[src/rtl/mbx_pkg.sv]
// Package: shared constants for the ISA/microcontroller mailbox bridge.
// Assumes one byte per mailbox and the status layout below.
package mbx_pkg;
    localparam int STAT_AVAIL_BIT = 0;   // outbound byte waiting for the PC
    localparam int STAT_TAKEN_BIT = 1;   // inbound byte fetched by the MCU

    // Indices of the four decoded strobes in the edge-detector vector
    localparam int STB_ISA_WR = 0;
    localparam int STB_ISA_RD = 1;
    localparam int STB_MCU_WR = 2;
    localparam int STB_MCU_RD = 3;
    localparam int STB_COUNT  = 4;
endpackage

[src/rtl/mbx_decode.sv]
// Module: mbx_decode
// Purely combinational address and strobe decoding for both buses.
// Assumes active-low strobes and a full-width match on the ISA address.
module mbx_decode #(
    parameter int              ISA_AW    = 10,
    parameter logic [ISA_AW-1:0] DATA_PORT = 10'h220,
    parameter int              MCU_SW    = 2,
    parameter logic [MCU_SW-1:0] MCU_WR_REGION = 2'b10,
    parameter logic [MCU_SW-1:0] MCU_RD_REGION = 2'b01
) (
    input  logic [ISA_AW-1:0] isa_addr,
    input  logic              isa_aen,
    input  logic              isa_ior_n,
    input  logic              isa_iow_n,
    input  logic [MCU_SW-1:0] mcu_addr_hi,
    input  logic              mcu_rd_n,
    input  logic              mcu_wr_n,
    output logic              isa_data_rd,
    output logic              isa_data_wr,
    output logic              isa_stat_rd,
    output logic              mcu_wr,
    output logic              mcu_rd
);
    localparam logic [ISA_AW-1:0] STAT_PORT = DATA_PORT + 1'b1;

    logic hit_data;
    logic hit_stat;

    // ISA port match, suppressed during DMA cycles
    always_comb begin
        hit_data    = !isa_aen && (isa_addr == DATA_PORT);
        hit_stat    = !isa_aen && (isa_addr == STAT_PORT);
        isa_data_rd = hit_data && !isa_ior_n;
        isa_data_wr = hit_data && !isa_iow_n;
        isa_stat_rd = hit_stat && !isa_ior_n;
    end

    // Microcontroller region match on the top address bits
    always_comb begin
        mcu_wr = (mcu_addr_hi == MCU_WR_REGION) && !mcu_wr_n;
        mcu_rd = (mcu_addr_hi == MCU_RD_REGION) && !mcu_rd_n;
    end
endmodule

[src/rtl/mbx_strobe_edge.sv]
// Module: mbx_strobe_edge
// Turns a decoded strobe level into a one-cycle event in its first active
// cycle. Assumes the strobe is already synchronous to clk.
module mbx_strobe_edge (
    input  logic clk,
    input  logic rst_n,
    input  logic clr,
    input  logic lvl,
    output logic evt
);
    logic lvl_q;

    // Remember last cycle's level
    always_ff @(posedge clk) begin
        if (!rst_n || clr) lvl_q <= 1'b0;
        else               lvl_q <= lvl;
    end

    // Event on the first active cycle only
    always_comb evt = lvl && !lvl_q;


    single_evt_chk: assert property (@(posedge clk) disable iff (!rst_n || clr)
        evt |=> !evt);
endmodule

[src/rtl/mbx_slot.sv]
// Module: mbx_slot
// One-byte mailbox: a data register and a full flag. A write loads the data
// and sets full; a read clears full; a write wins a same-cycle collision.
// Assumes wr_evt and rd_evt are single-cycle events.
module mbx_slot #(
    parameter int DATA_W = 8
) (
    input  logic              clk,
    input  logic              rst_n,
    input  logic              clr,
    input  logic              wr_evt,
    input  logic [DATA_W-1:0] wr_data,
    input  logic              rd_evt,
    output logic [DATA_W-1:0] data,
    output logic              full
);
    // Data register, loaded by a write
    always_ff @(posedge clk) begin
        if (!rst_n || clr) data <= '0;
        else if (wr_evt)   data <= wr_data;
    end

    // Full flag: write sets, read clears, write has priority
    always_ff @(posedge clk) begin
        if (!rst_n || clr) full <= 1'b0;
        else if (wr_evt)   full <= 1'b1;
        else if (rd_evt)   full <= 1'b0;
    end


    latch_data_chk: assert property (@(posedge clk) disable iff (!rst_n || clr)
        wr_evt |=> (data == $past(wr_data)));

    write_wins_chk: assert property (@(posedge clk) disable iff (!rst_n || clr)
        (wr_evt && rd_evt) |=> full);

    read_drains_chk: assert property (@(posedge clk) disable iff (!rst_n || clr)
        (rd_evt && !wr_evt) |=> !full);

    data_hold_chk: assert property (@(posedge clk) disable iff (!rst_n || clr)
        !wr_evt |=> $stable(data));
endmodule

[src/rtl/isa_mcu_mailbox.sv]
// Module: isa_mcu_mailbox
// Top level of the two-mailbox bridge between an ISA I/O slave and a
// microcontroller memory bus. Wait-state generation lives elsewhere.
// Assumes all bus strobes are synchronous to clk.
module isa_mcu_mailbox
    import mbx_pkg::*;
#(
    parameter int                ISA_AW        = 10,
    parameter logic [ISA_AW-1:0] DATA_PORT     = 10'h220,
    parameter int                MCU_SW        = 2,
    parameter logic [MCU_SW-1:0] MCU_WR_REGION = 2'b10,
    parameter logic [MCU_SW-1:0] MCU_RD_REGION = 2'b01,
    parameter int                DATA_W        = 8
) (
    input  logic              clk,
    input  logic              rst_n,
    input  logic              isa_rst,
    input  logic [ISA_AW-1:0] isa_addr,
    input  logic              isa_aen,
    input  logic              isa_ior_n,
    input  logic              isa_iow_n,
    input  logic [DATA_W-1:0] isa_d_in,
    output logic [DATA_W-1:0] isa_d_out,
    output logic              isa_d_oe,
    input  logic [MCU_SW-1:0] mcu_addr_hi,
    input  logic              mcu_rd_n,
    input  logic              mcu_wr_n,
    input  logic [DATA_W-1:0] mcu_d_in,
    output logic [DATA_W-1:0] mcu_d_out,
    output logic              mcu_d_oe,
    output logic              mcu_irq_n
);
    localparam int PAD_W = DATA_W - 2;

    logic isa_data_rd, isa_data_wr, isa_stat_rd, mcu_wr, mcu_rd;
    logic [STB_COUNT-1:0] stb_lvl;
    logic [STB_COUNT-1:0] stb_evt;
    logic [DATA_W-1:0] ob_data, ib_data;
    logic ob_full, ib_full, ib_taken;
    logic [DATA_W-1:0] status;

    mbx_decode #(
        .ISA_AW(ISA_AW), .DATA_PORT(DATA_PORT), .MCU_SW(MCU_SW),
        .MCU_WR_REGION(MCU_WR_REGION), .MCU_RD_REGION(MCU_RD_REGION)
    ) u_decode (
        .isa_addr(isa_addr), .isa_aen(isa_aen),
        .isa_ior_n(isa_ior_n), .isa_iow_n(isa_iow_n),
        .mcu_addr_hi(mcu_addr_hi), .mcu_rd_n(mcu_rd_n), .mcu_wr_n(mcu_wr_n),
        .isa_data_rd(isa_data_rd), .isa_data_wr(isa_data_wr),
        .isa_stat_rd(isa_stat_rd), .mcu_wr(mcu_wr), .mcu_rd(mcu_rd)
    );

    // Gather the strobes that carry side effects
    always_comb begin
        stb_lvl             = '0;
        stb_lvl[STB_ISA_WR] = isa_data_wr;
        stb_lvl[STB_ISA_RD] = isa_data_rd;
        stb_lvl[STB_MCU_WR] = mcu_wr;
        stb_lvl[STB_MCU_RD] = mcu_rd;
    end

    for (genvar i = 0; i < STB_COUNT; i++) begin : g_edge
        mbx_strobe_edge u_edge (
            .clk(clk), .rst_n(rst_n), .clr(isa_rst),
            .lvl(stb_lvl[i]), .evt(stb_evt[i])
        );
    end

    // Outbound: microcontroller to PC
    mbx_slot #(.DATA_W(DATA_W)) u_outbound (
        .clk(clk), .rst_n(rst_n), .clr(isa_rst),
        .wr_evt(stb_evt[STB_MCU_WR]), .wr_data(mcu_d_in),
        .rd_evt(stb_evt[STB_ISA_RD]),
        .data(ob_data), .full(ob_full)
    );

    // Inbound: PC to microcontroller
    mbx_slot #(.DATA_W(DATA_W)) u_inbound (
        .clk(clk), .rst_n(rst_n), .clr(isa_rst),
        .wr_evt(stb_evt[STB_ISA_WR]), .wr_data(isa_d_in),
        .rd_evt(stb_evt[STB_MCU_RD]),
        .data(ib_data), .full(ib_full)
    );

    // Taken flag: set by the MCU read, cleared by a new PC write (write wins)
    always_ff @(posedge clk) begin
        if (!rst_n || isa_rst)         ib_taken <= 1'b0;
        else if (stb_evt[STB_ISA_WR])  ib_taken <= 1'b0;
        else if (stb_evt[STB_MCU_RD])  ib_taken <= 1'b1;
    end

    // Status byte assembly
    always_comb begin
        status                 = '0;
        status[STAT_AVAIL_BIT] = ob_full;
        status[STAT_TAKEN_BIT] = ib_taken;
    end

    // ISA read mux and enable
    always_comb begin
        isa_d_oe  = isa_data_rd || isa_stat_rd;
        isa_d_out = isa_data_rd ? ob_data : (isa_stat_rd ? status : '0);
    end

    // Microcontroller read mux, enable and interrupt
    always_comb begin
        mcu_d_oe  = mcu_rd;
        mcu_d_out = mcu_rd ? ib_data : '0;
        mcu_irq_n = !ib_full;
    end


    aen_block_chk: assert property (@(posedge clk) disable iff (!rst_n)
        isa_aen |-> !isa_d_oe);

    isa_oe_chk: assert property (@(posedge clk) disable iff (!rst_n)
        isa_d_oe |-> !isa_ior_n);

    mcu_oe_chk: assert property (@(posedge clk) disable iff (!rst_n)
        mcu_d_oe |-> (!mcu_rd_n && mcu_addr_hi == MCU_RD_REGION));

    isa_rst_clear_chk: assert property (@(posedge clk) disable iff (!rst_n)
        isa_rst |=> (mcu_irq_n && !ob_full && !ib_taken));

    irq_source_chk: assert property (@(posedge clk) disable iff (!rst_n || isa_rst)
        $fell(mcu_irq_n) |-> $past(stb_evt[STB_ISA_WR]));

    taken_set_chk: assert property (@(posedge clk) disable iff (!rst_n || isa_rst)
        (stb_evt[STB_MCU_RD] && !stb_evt[STB_ISA_WR]) |=> (ib_taken && mcu_irq_n));

    stat_pad_chk: assert property (@(posedge clk) disable iff (!rst_n)
        (isa_stat_rd && isa_d_oe) |-> (isa_d_out[DATA_W-1:2] == PAD_W'(0)));
endmodule

[config.mk]
export PLATFORM = sky130hd
export DESIGN_NAME = isa_mcu_mailbox
export DESIGN_NICKNAME = d
export VERILOG_FILES = /design/src/rtl/mbx_pkg.sv /design/src/rtl/mbx_decode.sv /design/src/rtl/mbx_strobe_edge.sv /design/src/rtl/mbx_slot.sv /design/src/rtl/isa_mcu_mailbox.sv
export SDC_FILE = /design/constraint.sdc
export NUM_CORES = 1
export LEC_CHECK = 0
export BUFFER_PORTS_ARGS = -buffer_cell sky130_fd_sc_hd__buf_2
export CORE_ASPECT_RATIO = 0.9
export CORE_MARGIN = 2
export CORE_UTILIZATION = 40
export DETAILED_ROUTE_END_ITERATION = 10
export GPL_TIMING_DRIVEN = 0
export PLACE_DENSITY = 0.73
export SYNTH_ARGS = -nofsm -noshare
export SYNTH_HDL_FRONTEND = slang
export SYNTH_SLANG_ARGS = --single-unit
[constraint.sdc]
create_clock -name clk -period 2.1 [get_ports clk]
set_input_delay 0.42 -clock clk [delete_from_list [all_inputs] [get_ports clk]]
set_output_delay 0.42 -clock clk [all_outputs]
set_load 0.05 [all_outputs]
**Yosys cells after proc, flatten, opt, wreduce, memory -nomap -nowiden**

Cells that the tools add are included.
Widths: inputs -> output; s select.

- Equality and inequality tests: 4
- Multiplexer cells: 7
- Reduce and logical (&&, ||, !) cells: 27

Operators by type and width:

| operator | number |
|---|---|
| $eq 10x10->1 const B | 2 |
| $mux 8 | 2 |
| $logic_and 1x1->1 | 11 |
| $logic_not 1->1 | 11 |
| $mux 1 | 4 |
| $reduce_bool 2->1 | 2 |
| $eq 2x1->1 const B | 1 |
| $eq 2x2->1 const B | 1 |
| $logic_or 1x1->1 | 2 |
| $mux 2 | 1 |
| $reduce_or 2->1 | 1 |

- Register bits: 23
- Input bits: 36
- Output and inout bits: 19
- Logic and storage cells: 47

**Longest topological paths before layout**

Gate-level depths: netlist of the first run.

- Depth in word-level cells: 6
- Mapped depth: 5
- Depth with buffers taken out: 3

**Hierarchy**

A second synthesis of the first run with hierarchy kept.

- Cells, all modules: 111
- Area, all modules: 1058.5 um2

By module, submodules not included:

| module | times used | cells an instance | area each (um2) | sequential area each (um2) |
|---|---|---|---|---|
| mbx_slot | 2 | 31 | 331.6 | 180.2 |
| isa_mcu_mailbox | 1 | 26 | 172.7 | 20.0 |
| mbx_strobe_edge | 4 | 3 | 35.0 | 20.0 |
| mbx_decode | 1 | 11 | 82.6 | 0.0 |

**Worst setup path after synthesis of the first run**

Ideal clock, no wire load.

- Path type: input port to output port
- Start point: input port isa_addr[3]
- End point: output port isa_d_out[0]
- Arrival time: 2.526 ns
- Data required time: 1.680 ns
- Path slack: -0.846 ns
- Stages on the path: 3
- Path buffers: 0
- Cells stage by stage: or4b_4 -> or3_4 -> nor3_1

- Word-level cells in the longest chain between the ends: 5
- Elaborated cells on any way between the ends: 8
- Those cells by class: 2 x eq/ne; 2 x mux; 4 x reduce/logical

RTL lines:

| item | RTL line | text |
|---|---|---|
| start: declaration | isa_mcu_mailbox.sv:18 | `input logic [ISA_AW-1:0] isa_addr,` |
| $eq 10x10->1 | mbx_decode.sv:32 | `hit_stat = !isa_aen && (isa_addr == STAT_PORT);` |
| $logic_and 1x1->1 | mbx_decode.sv:32 |  |
| $logic_and 1x1->1 | mbx_decode.sv:35 | `isa_stat_rd = hit_stat && !isa_ior_n;` |
| $mux 2 | isa_mcu_mailbox.sv:102 | `isa_d_out = isa_data_rd ? ob_data : (isa_stat_rd ? status : '0);` |
| $mux 8 * | isa_mcu_mailbox.sv:102 |  |
| end: declaration | isa_mcu_mailbox.sv:23 | `output logic [DATA_W-1:0] isa_d_out,` |

Mark *: on every way between the ends. The rest lies on a longest branch, timed or not.

**Worst setup path in the final report of the first run**

- Start point: input port isa_aen
- End point: output port isa_d_out[0]

- Word-level cells in the longest chain between the ends: 5
- Elaborated cells on any way between the ends: 7
- Those cells by class: 2 x mux; 5 x reduce/logical

RTL lines:

| item | RTL line | text |
|---|---|---|
| start: declaration | isa_mcu_mailbox.sv:19 | `input logic isa_aen,` |
| $logic_not 1->1 * | mbx_decode.sv:31, mbx_decode.sv:32 |  |
| $logic_and 1x1->1 | mbx_decode.sv:32 |  |
| $logic_and 1x1->1 | mbx_decode.sv:35 |  |
| $mux 2 | isa_mcu_mailbox.sv:102 |  |
| $mux 8 * | isa_mcu_mailbox.sv:102 |  |

Marks and branches as above.

==> impl_metrics.py, run 1 <==
metrics = {
    "logic_synthesis": {
        "ys_top_cells_by_count": "sky130_fd_sc_hd__nand2_1 (32), sky130_fd_sc_hd__dfxtp_1 (23), sky130_fd_sc_hd__and2_1 (15)",
        "syn_inst": 122,
        "synth-edff-count": 0,
        "synth.net_count": 158,
        "synth_largest_type_area_fraction_pct": 42.8,
        "async_reset_ff_share_pct": 0,
        "ranking_of_synthesized_cells_by_area": "sky130_fd_sc_hd__dfxtp_1 (43%), sky130_fd_sc_hd__nand2_1 (11%), sky130_fd_sc_hd__mux2i_1 (9.3%)",
        "ys.flop_type": "sky130_fd_sc_hd__dfxtp_1",
        "synthesis.area_per_instance_um2": 8.81,
        "post-synth-top-area-cell": "sky130_fd_sc_hd__dfxtp_1",
        "most_common_cell_in_the_synthesized_netlist": "sky130_fd_sc_hd__nand2_1",
        "synth.yosys.warnings": 0,
        "netlist-cell-type-count": 25,
        "synth_sequential_area_ratio_pct": 42.8,
        "syn_area_um2": 1070,
        "yosys_register_bits": 23,
    },
    "die": {
        "core_region_area_um2": 2510,
        "die_x_um": 58.6,
        "io_pins": 55,
        "placementRows": 17,
        "initial_core_util_pct": 42.8,
        "die-area_um2": 3120,
        "die_h_um": 53.2,
    },
    "flow_run": {
        "max_cap_viol_count": 0,
    },
    "sta": {
        "rsz0062_at_grt": "yes",
        "final_min_period_over_clock_period_pct": 109,
        "setup_viol": 9,
        "worst_clock_skew_ps": 5.21,
        "finalCriticalPeriod_ps": 2290,
        "max-slew-margin-rel_pct": 45.6,
        "tightest_slew_ps": 814,
        "timing.hold.ws_ps": 299,
        "setup_ws_ps": -191,
        "achievable_clock_frequency_mhz": 436,
        "final-max-slew-violation-count": 0,
        "finalHoldViolations": 0,
    },
    "finish": {
        "finalNonFillerCells": 212,
        "final_net_count": 221,
        "final_layout_size_suffix_gt1_share_pct": 45.1,
        "area_growth_pct": 45.8,
        "insertedDiodeCount": 0,
    },
    "cts": {
        "clock_path_buffers": 2,
        "cts_made_buffers": 3,
        "cts.htree.levels": 1,
        "clock_latency_ps": 310,
        "clock_pin_slew_reported_for_the_worst_setup_and_hold_paths_after_clock_tree_synthesis_ps": 120,
        "clock_sink_count": 23,
        "clock_tree.root_cell": "sky130_fd_sc_hd__clkbuf_4",
        "tritoncts": "built",
    },
    "worst_setup_path": {
        "critical_path.endpoint_type": "primary output",
        "crit_arrival_ps": 1870,
        "cp_data_required_time_ps": 1680,
        "crit_path_cell_chain": "buf_6 -> or4b_4 -> or3_4 -> nor3_4 -> buf_6",
        "timing.critical_path.mode_cell": "sky130_fd_sc_hd__buf_6",
        "start_kind": "input pin",
        "worstRegToRegCells": 4,
        "slowest_delay_ps": 570,
        "crit_path_top_delay_cell": "sky130_fd_sc_hd__or4b_4",
        "timing.setup.critical_path_class": "input pin to primary output",
        "cp_max_fo": 5,
    },
    "global_routing": {
        "met2_usage_pct": 32.8,
        "globalRouteTotalUtil_pct": 18.3,
        "grt_pass1_vias": 1030,
        "grt_max_degree": 13,
        "wire_length_of_the_first_global_routing_pass_mm": 4.26,
        "top_usage_layer": "met2",
        "met3_demand_to_capacity_share_in_global_routing_pct": 2.93,
        "grt_overflow": 0,
        "gr-usage-met1_pct": 20.7,
        "grt_antenna_before_repair": 0,
    },
    "place": {
        "place_congestion": 0.709,
        "portBuffers": 54,
        "dp_hpwl_mm": 1.93,
        "numPlacedInstances": 204,
    },
    "route": {
        "viasPerCell": 4.92,
        "drt_pass1_iterations": 7,
        "wl_per_cell_um": 12.4,
        "initialDrtViolationCount": 31,
        "ant_nets": 0,
        "finalWirelength_mm": 2.62,
        "via_count": 1043,
        "drcViolationCount": 3,
    },
    "run_status": {
        "run_status": "complete, but fails checks",
        "violations_in_the_final_reports": "design-rule violations, negative setup slack",
    },
    "min_path": {
        "min_path_cells": 2,
        "min_path_type": "input pin to flop",
    },
    "power": {
        "pd_cells_nw_per_um2": 464,
        "p_total_w": 0.000727,
        "total_leakage_power_nw": 0.667,
        "ir_worst_vdd_mv": 0.238,
    },
}
critical path: cells and delay by family:
kind,cells,cell delay [ps]
buffers and inverters,2,270
AND/OR/NAND/NOR,3,1180
placed cells by master, fill, tap and decap left out, drive strengths merged:
cell    count
nor3b       1
dfxtp      23
and2       15
buf        59
nor3        4
or2         2
nor2        2
nand2b      1
inv         2
nor2b       1
a21oi      11
or4b        3
or3         2
o21ai       1
clkbuf      9
nor4b       2
nor4        3
o21a        1
mux2i      10
nand2      32
state kept, by name, indices dropped and copies added, names as in the netlist:
name	flops
u_inbound.full	1
ib_taken	1
u_outbound.full	1
g_edge.u_edge.lvl_q	4
u_inbound.data	8
u_outbound.data	8
layout make-up:
type / count / area, um2
flip-flops and latches: 23 / 460
well taps: 28 / 35.0
multi-input cells: 91 / 621
plain buffers: 6 / 27.5
inverters: 2 / 7.51
clock buffers: 4 / 26.3
fillers: 232 / 943
repair buffers: 58 / 389
routing by layer:
metal / part of all wire, % / vias up
met5: 0 / -
met3: 4.8 / 5
li1: - / 529
met1: 42 / 475
met2: 51 / 34
met4: 2.1 / 0
final timing paths:
| kind | start | slack, ps | endpoint |
|---|---|---|---|
| worst max-delay path | isa_aen | -190 | isa_d_out[0] |
| worst min-delay path | mcu_wr_n | 300 | g_edge[2].u_edge.lvl_q$_SDFF_PP0_ |
| worst max register to register | g_edge[2].u_edge.lvl_q$_SDFF_PP0_ | 630 | u_outbound.data[0]$_SDFFE_PP0P_ |
| worst min register to register | u_outbound.data[6]$_SDFFE_PP0P_ | 460 | u_outbound.data[6]$_SDFFE_PP0P_ |
metrics by stage:
step	setup WS [ps]	TNS, ps	area, um2	util (%)
final	-191	-1010	1570	62.4
after floorplan	-240	-686	1120	-
after CTS	-201	-950	1560	62.0
after detailed placement	-381	-3210	1420	56.6
after global routing	-219	-1270	1570	62.4
after global placement	-358	-3030	1420	56.6
repair_timing:
action | 4_1_cts | 5_1_grt
hold endpoints to repair | 0 | 0
setup endpoints to repair | 9 | 9
hold buffers | 0 | 0
gates cloned | 0 | 0
setup buffers | 3 | 1
pin swaps | 11 | 0
gates resized for setup | 25 | 1
report_power, final:
group	total, W	internal, W	switching [W]
Sequential	0.000442	0.000440	0.00000177
Combinational	0.0000851	0.0000398	0.0000453
Clock	0.000200	0.0000742	0.000126
Total	0.000727	0.000554	0.000173
kinds of logic after synthesis:
logic type | after synthesis | synth area share (%)
flops | 23 | 42.8
mux | 10 | 9.31
simple gates | 68 | 38.4
compound gates | 13 | 6.29
buf+inv | 8 | 3.14
No activity file was read; power rests on OpenSTA's default activity.
==> run 2, diff against run 1 <==
Settings changed: GPL_TIMING_DRIVEN 0 to unset.
==> run 2 against run 1 <==
  * The run still ends with design-rule violations, negative setup slack left
  * Die area unchanged
  * First-iteration DRC count grew 9.7%
  * Register-to-register slack better by 80 ps
  * Critical path depth unchanged
  * Total power rose by 1.5%
  * Clock skew shrank 3.6 ps
  * Global-route usage down 0.91 points
  * Critical endpoint unchanged
==> impl_metrics.py, run 2 (synthesis gave the netlist of run 1 again) <==
metrics = {
    "power": {
        "ir_worst_vdd_mv": 0.187,
        "total_leakage_power_nw": 0.697,
        "pd_cells_nw_per_um2": 457,
    },
    "min_path": {
        "hold-path-endpoint": "g_edge[0].u_edge.lvl_q$_SDFF_PP0_",
        "worst_hold_startpoint": "isa_iow_n",
        "min_path_cells": 2,
        "min_path_type": "input pin to flop",
    },
    "worst_setup_path": {
        "start_kind": "input pin",
        "worstRegToRegCells": 3,
        "timing.critical_path.mode_cell": "sky130_fd_sc_hd__buf_6",
        "crit_family": "simple AND/OR/NAND/NOR gates",
        "crit_path_cell_chain": "buf_6 -> or4b_4 -> or3_4 -> nor3_4 -> buf_6",
        "cp_max_fo": 4,
        "r2r_start": "g_edge[2].u_edge.lvl_q$_SDFF_PP0_",
        "cp_num_buf_inv": 2,
        "worst_r2r_endpoint": "u_outbound.data[4]$_SDFFE_PP0P_",
        "rrSetupSlack_ps": 710,
        "cp_data_required_time_ps": 1680,
        "critical_path.endpoint_type": "primary output",
        "crit_path_top_delay_cell": "sky130_fd_sc_hd__or4b_4",
        "timing.setup.critical_path_class": "input pin to primary output",
        "slowest_delay_ps": 530,
        "crit_arrival_ps": 1850,
    },
    "die": {
        "core_region_area_um2": 2510,
        "initial_core_util_pct": 42.8,
        "placementRows": 17,
        "die-area_um2": 3120,
        "die_x_um": 58.6,
        "die_h_um": 53.2,
        "io_pins": 55,
    },
    "place": {
        "place_congestion": 0.770,
        "portBuffers": 54,
        "pre_cts_setup_slack_ps": -304,
        "dp_hpwl_mm": 1.93,
    },
    "finish": {
        "insertedDiodeCount": 0,
        "reg.largest.list": "u_inbound.data: 8 flops, u_outbound.data: 8 flops, g_edge.u_edge.lvl_q: 4 flops",
        "most_common_library_cell_in_the_layout_ignoring_fill_and_taps": "sky130_fd_sc_hd__buf_2",
        "final_util_pct": 64.4,
        "sequential_cell_area_um2": 460,
        "most-common-layout-cells": "sky130_fd_sc_hd__buf_2 (43), sky130_fd_sc_hd__nand2_1 (32), sky130_fd_sc_hd__dfxtp_1 (23)",
        "final_layout_size_suffix_gt1_share_pct": 48.4,
        "final.fill_count": 204,
        "multiInputGateArea_um2": 626,
        "area_growth_pct": 50.3,
        "final_net_count": 223,
    },
    "flow_run": {
        "max_cap_viol_count": 0,
    },
    "run_status": {
        "run_status": "complete, but fails checks",
        "violations_in_the_final_reports": "design-rule violations, negative setup slack",
    },
    "sta": {
        "worst_clock_skew_ps": 1.65,
        "tightest_slew_ps": 551,
        "finalHoldViolations": 0,
        "final-max-slew-violation-count": 0,
        "setup_viol": 9,
        "setup_tns_after_final_layout_ps": -969,
        "max-slew-margin-rel_pct": 63.2,
        "setup_ws_ps": -171,
        "final_min_period_over_clock_period_pct": 108,
        "rsz0062_at_grt": "yes",
        "finalCriticalPeriod_ps": 2270,
        "achievable_clock_frequency_mhz": 440,
        "timing.hold.ws_ps": 309,
    },
    "route": {
        "wl_per_cell_um": 11.9,
        "drt_pass1_iterations": 7,
        "finalWirelength_mm": 2.55,
        "viasPerCell": 4.84,
        "ant_nets": 0,
        "initialDrtViolationCount": 34,
        "via_count": 1035,
        "drcViolationCount": 3,
    },
    "global_routing": {
        "grt_pass1_vias": 1017,
        "grt_overflow": 0,
        "grt_antenna_before_repair": 0,
        "grt_max_degree": 20,
        "wire_length_of_the_first_global_routing_pass_mm": 4.14,
        "globalRouteTotalUtil_pct": 17.4,
    },
    "cts": {
        "clock_latency_ps": 300,
        "clock_path_buffers": 2,
        "cts_hold_buf": 0,
        "clock_pin_slew_reported_for_the_worst_setup_and_hold_paths_after_clock_tree_synthesis_ps": 130,
        "cts.htree.levels": 1,
        "clock_sink_count": 23,
        "clock_tree.root_cell": "sky130_fd_sc_hd__clkbuf_4",
        "cts_made_buffers": 3,
        "tritoncts": "built",
    },
}
run 2: metrics by stage:
stage | total power [W] | instance area (um2) | instances
after floorplan | 0.000488 | 1120 | 122
final | 0.000738 | 1620 | 214
after global placement | 0.000537 | 1460 | 207
after global routing | 0.000773 | 1620 | 214
after CTS | 0.000744 | 1610 | 214
after detailed placement | 0.000541 | 1460 | 207
run 2: where the power goes:
group          switching, W  internal [W]
Combinational     0.0000466     0.0000477
Sequential       0.00000185      0.000440
Clock              0.000131     0.0000709
run 2: worst max path at each step:
| stage | startpoint | end | slack (ps) | depth (start not counted) |
|---|---|---|---|---|
| 2_1_floorplan | isa_addr[3] | isa_d_out[0] | -240 | 3 |
| 3_3_place_gp | isa_addr[3] | isa_d_out[1] | -290 | 5 |
| 3_5_place_dp | isa_addr[3] | isa_d_out[0] | -300 | 5 |
| 4_1_cts | isa_aen | isa_d_out[0] | -180 | 5 |
| 5_1_grt | isa_aen | isa_d_out[1] | -200 | 5 |
| 6_report | isa_aen | isa_d_out[0] | -170 | 5 |
run 2: repair_timing:
action / in CTS / in global routing
cloned: 0 / 0
buffers inserted: 3 / 0
pin swaps: 11 / 2
gates resized for setup: 27 / 2
setup endpoints to repair: 9 / 9
run 2: routing by layer:
layer	GRT usage [%]	wire [um]	vias to the layer above
li1	-	-	533
met1	21.0	1100	465
met2	30.7	1280	31
met3	2.20	113	6
met4	8.33	60	0
met5	0	0	-
run 2: cell type report:
type / instances / share of cell area [%]
inverter: 2 / 0.465
timing repair buffer: 66 / 28.4
tap: 28 / 2.17
sequential: 23 / 28.5
clock buffer: 3 / 1.39
multi-input combinational: 91 / 38.7
clock inverter: 1 / 0.310
run 2: worst register-to-register path, cell delays in order (launching register included):
cell                      delay, ps
sky130_fd_sc_hd__dfxtp_1        340
sky130_fd_sc_hd__or4b_2         730
sky130_fd_sc_hd__nand2_1        120
sky130_fd_sc_hd__a21oi_1         70
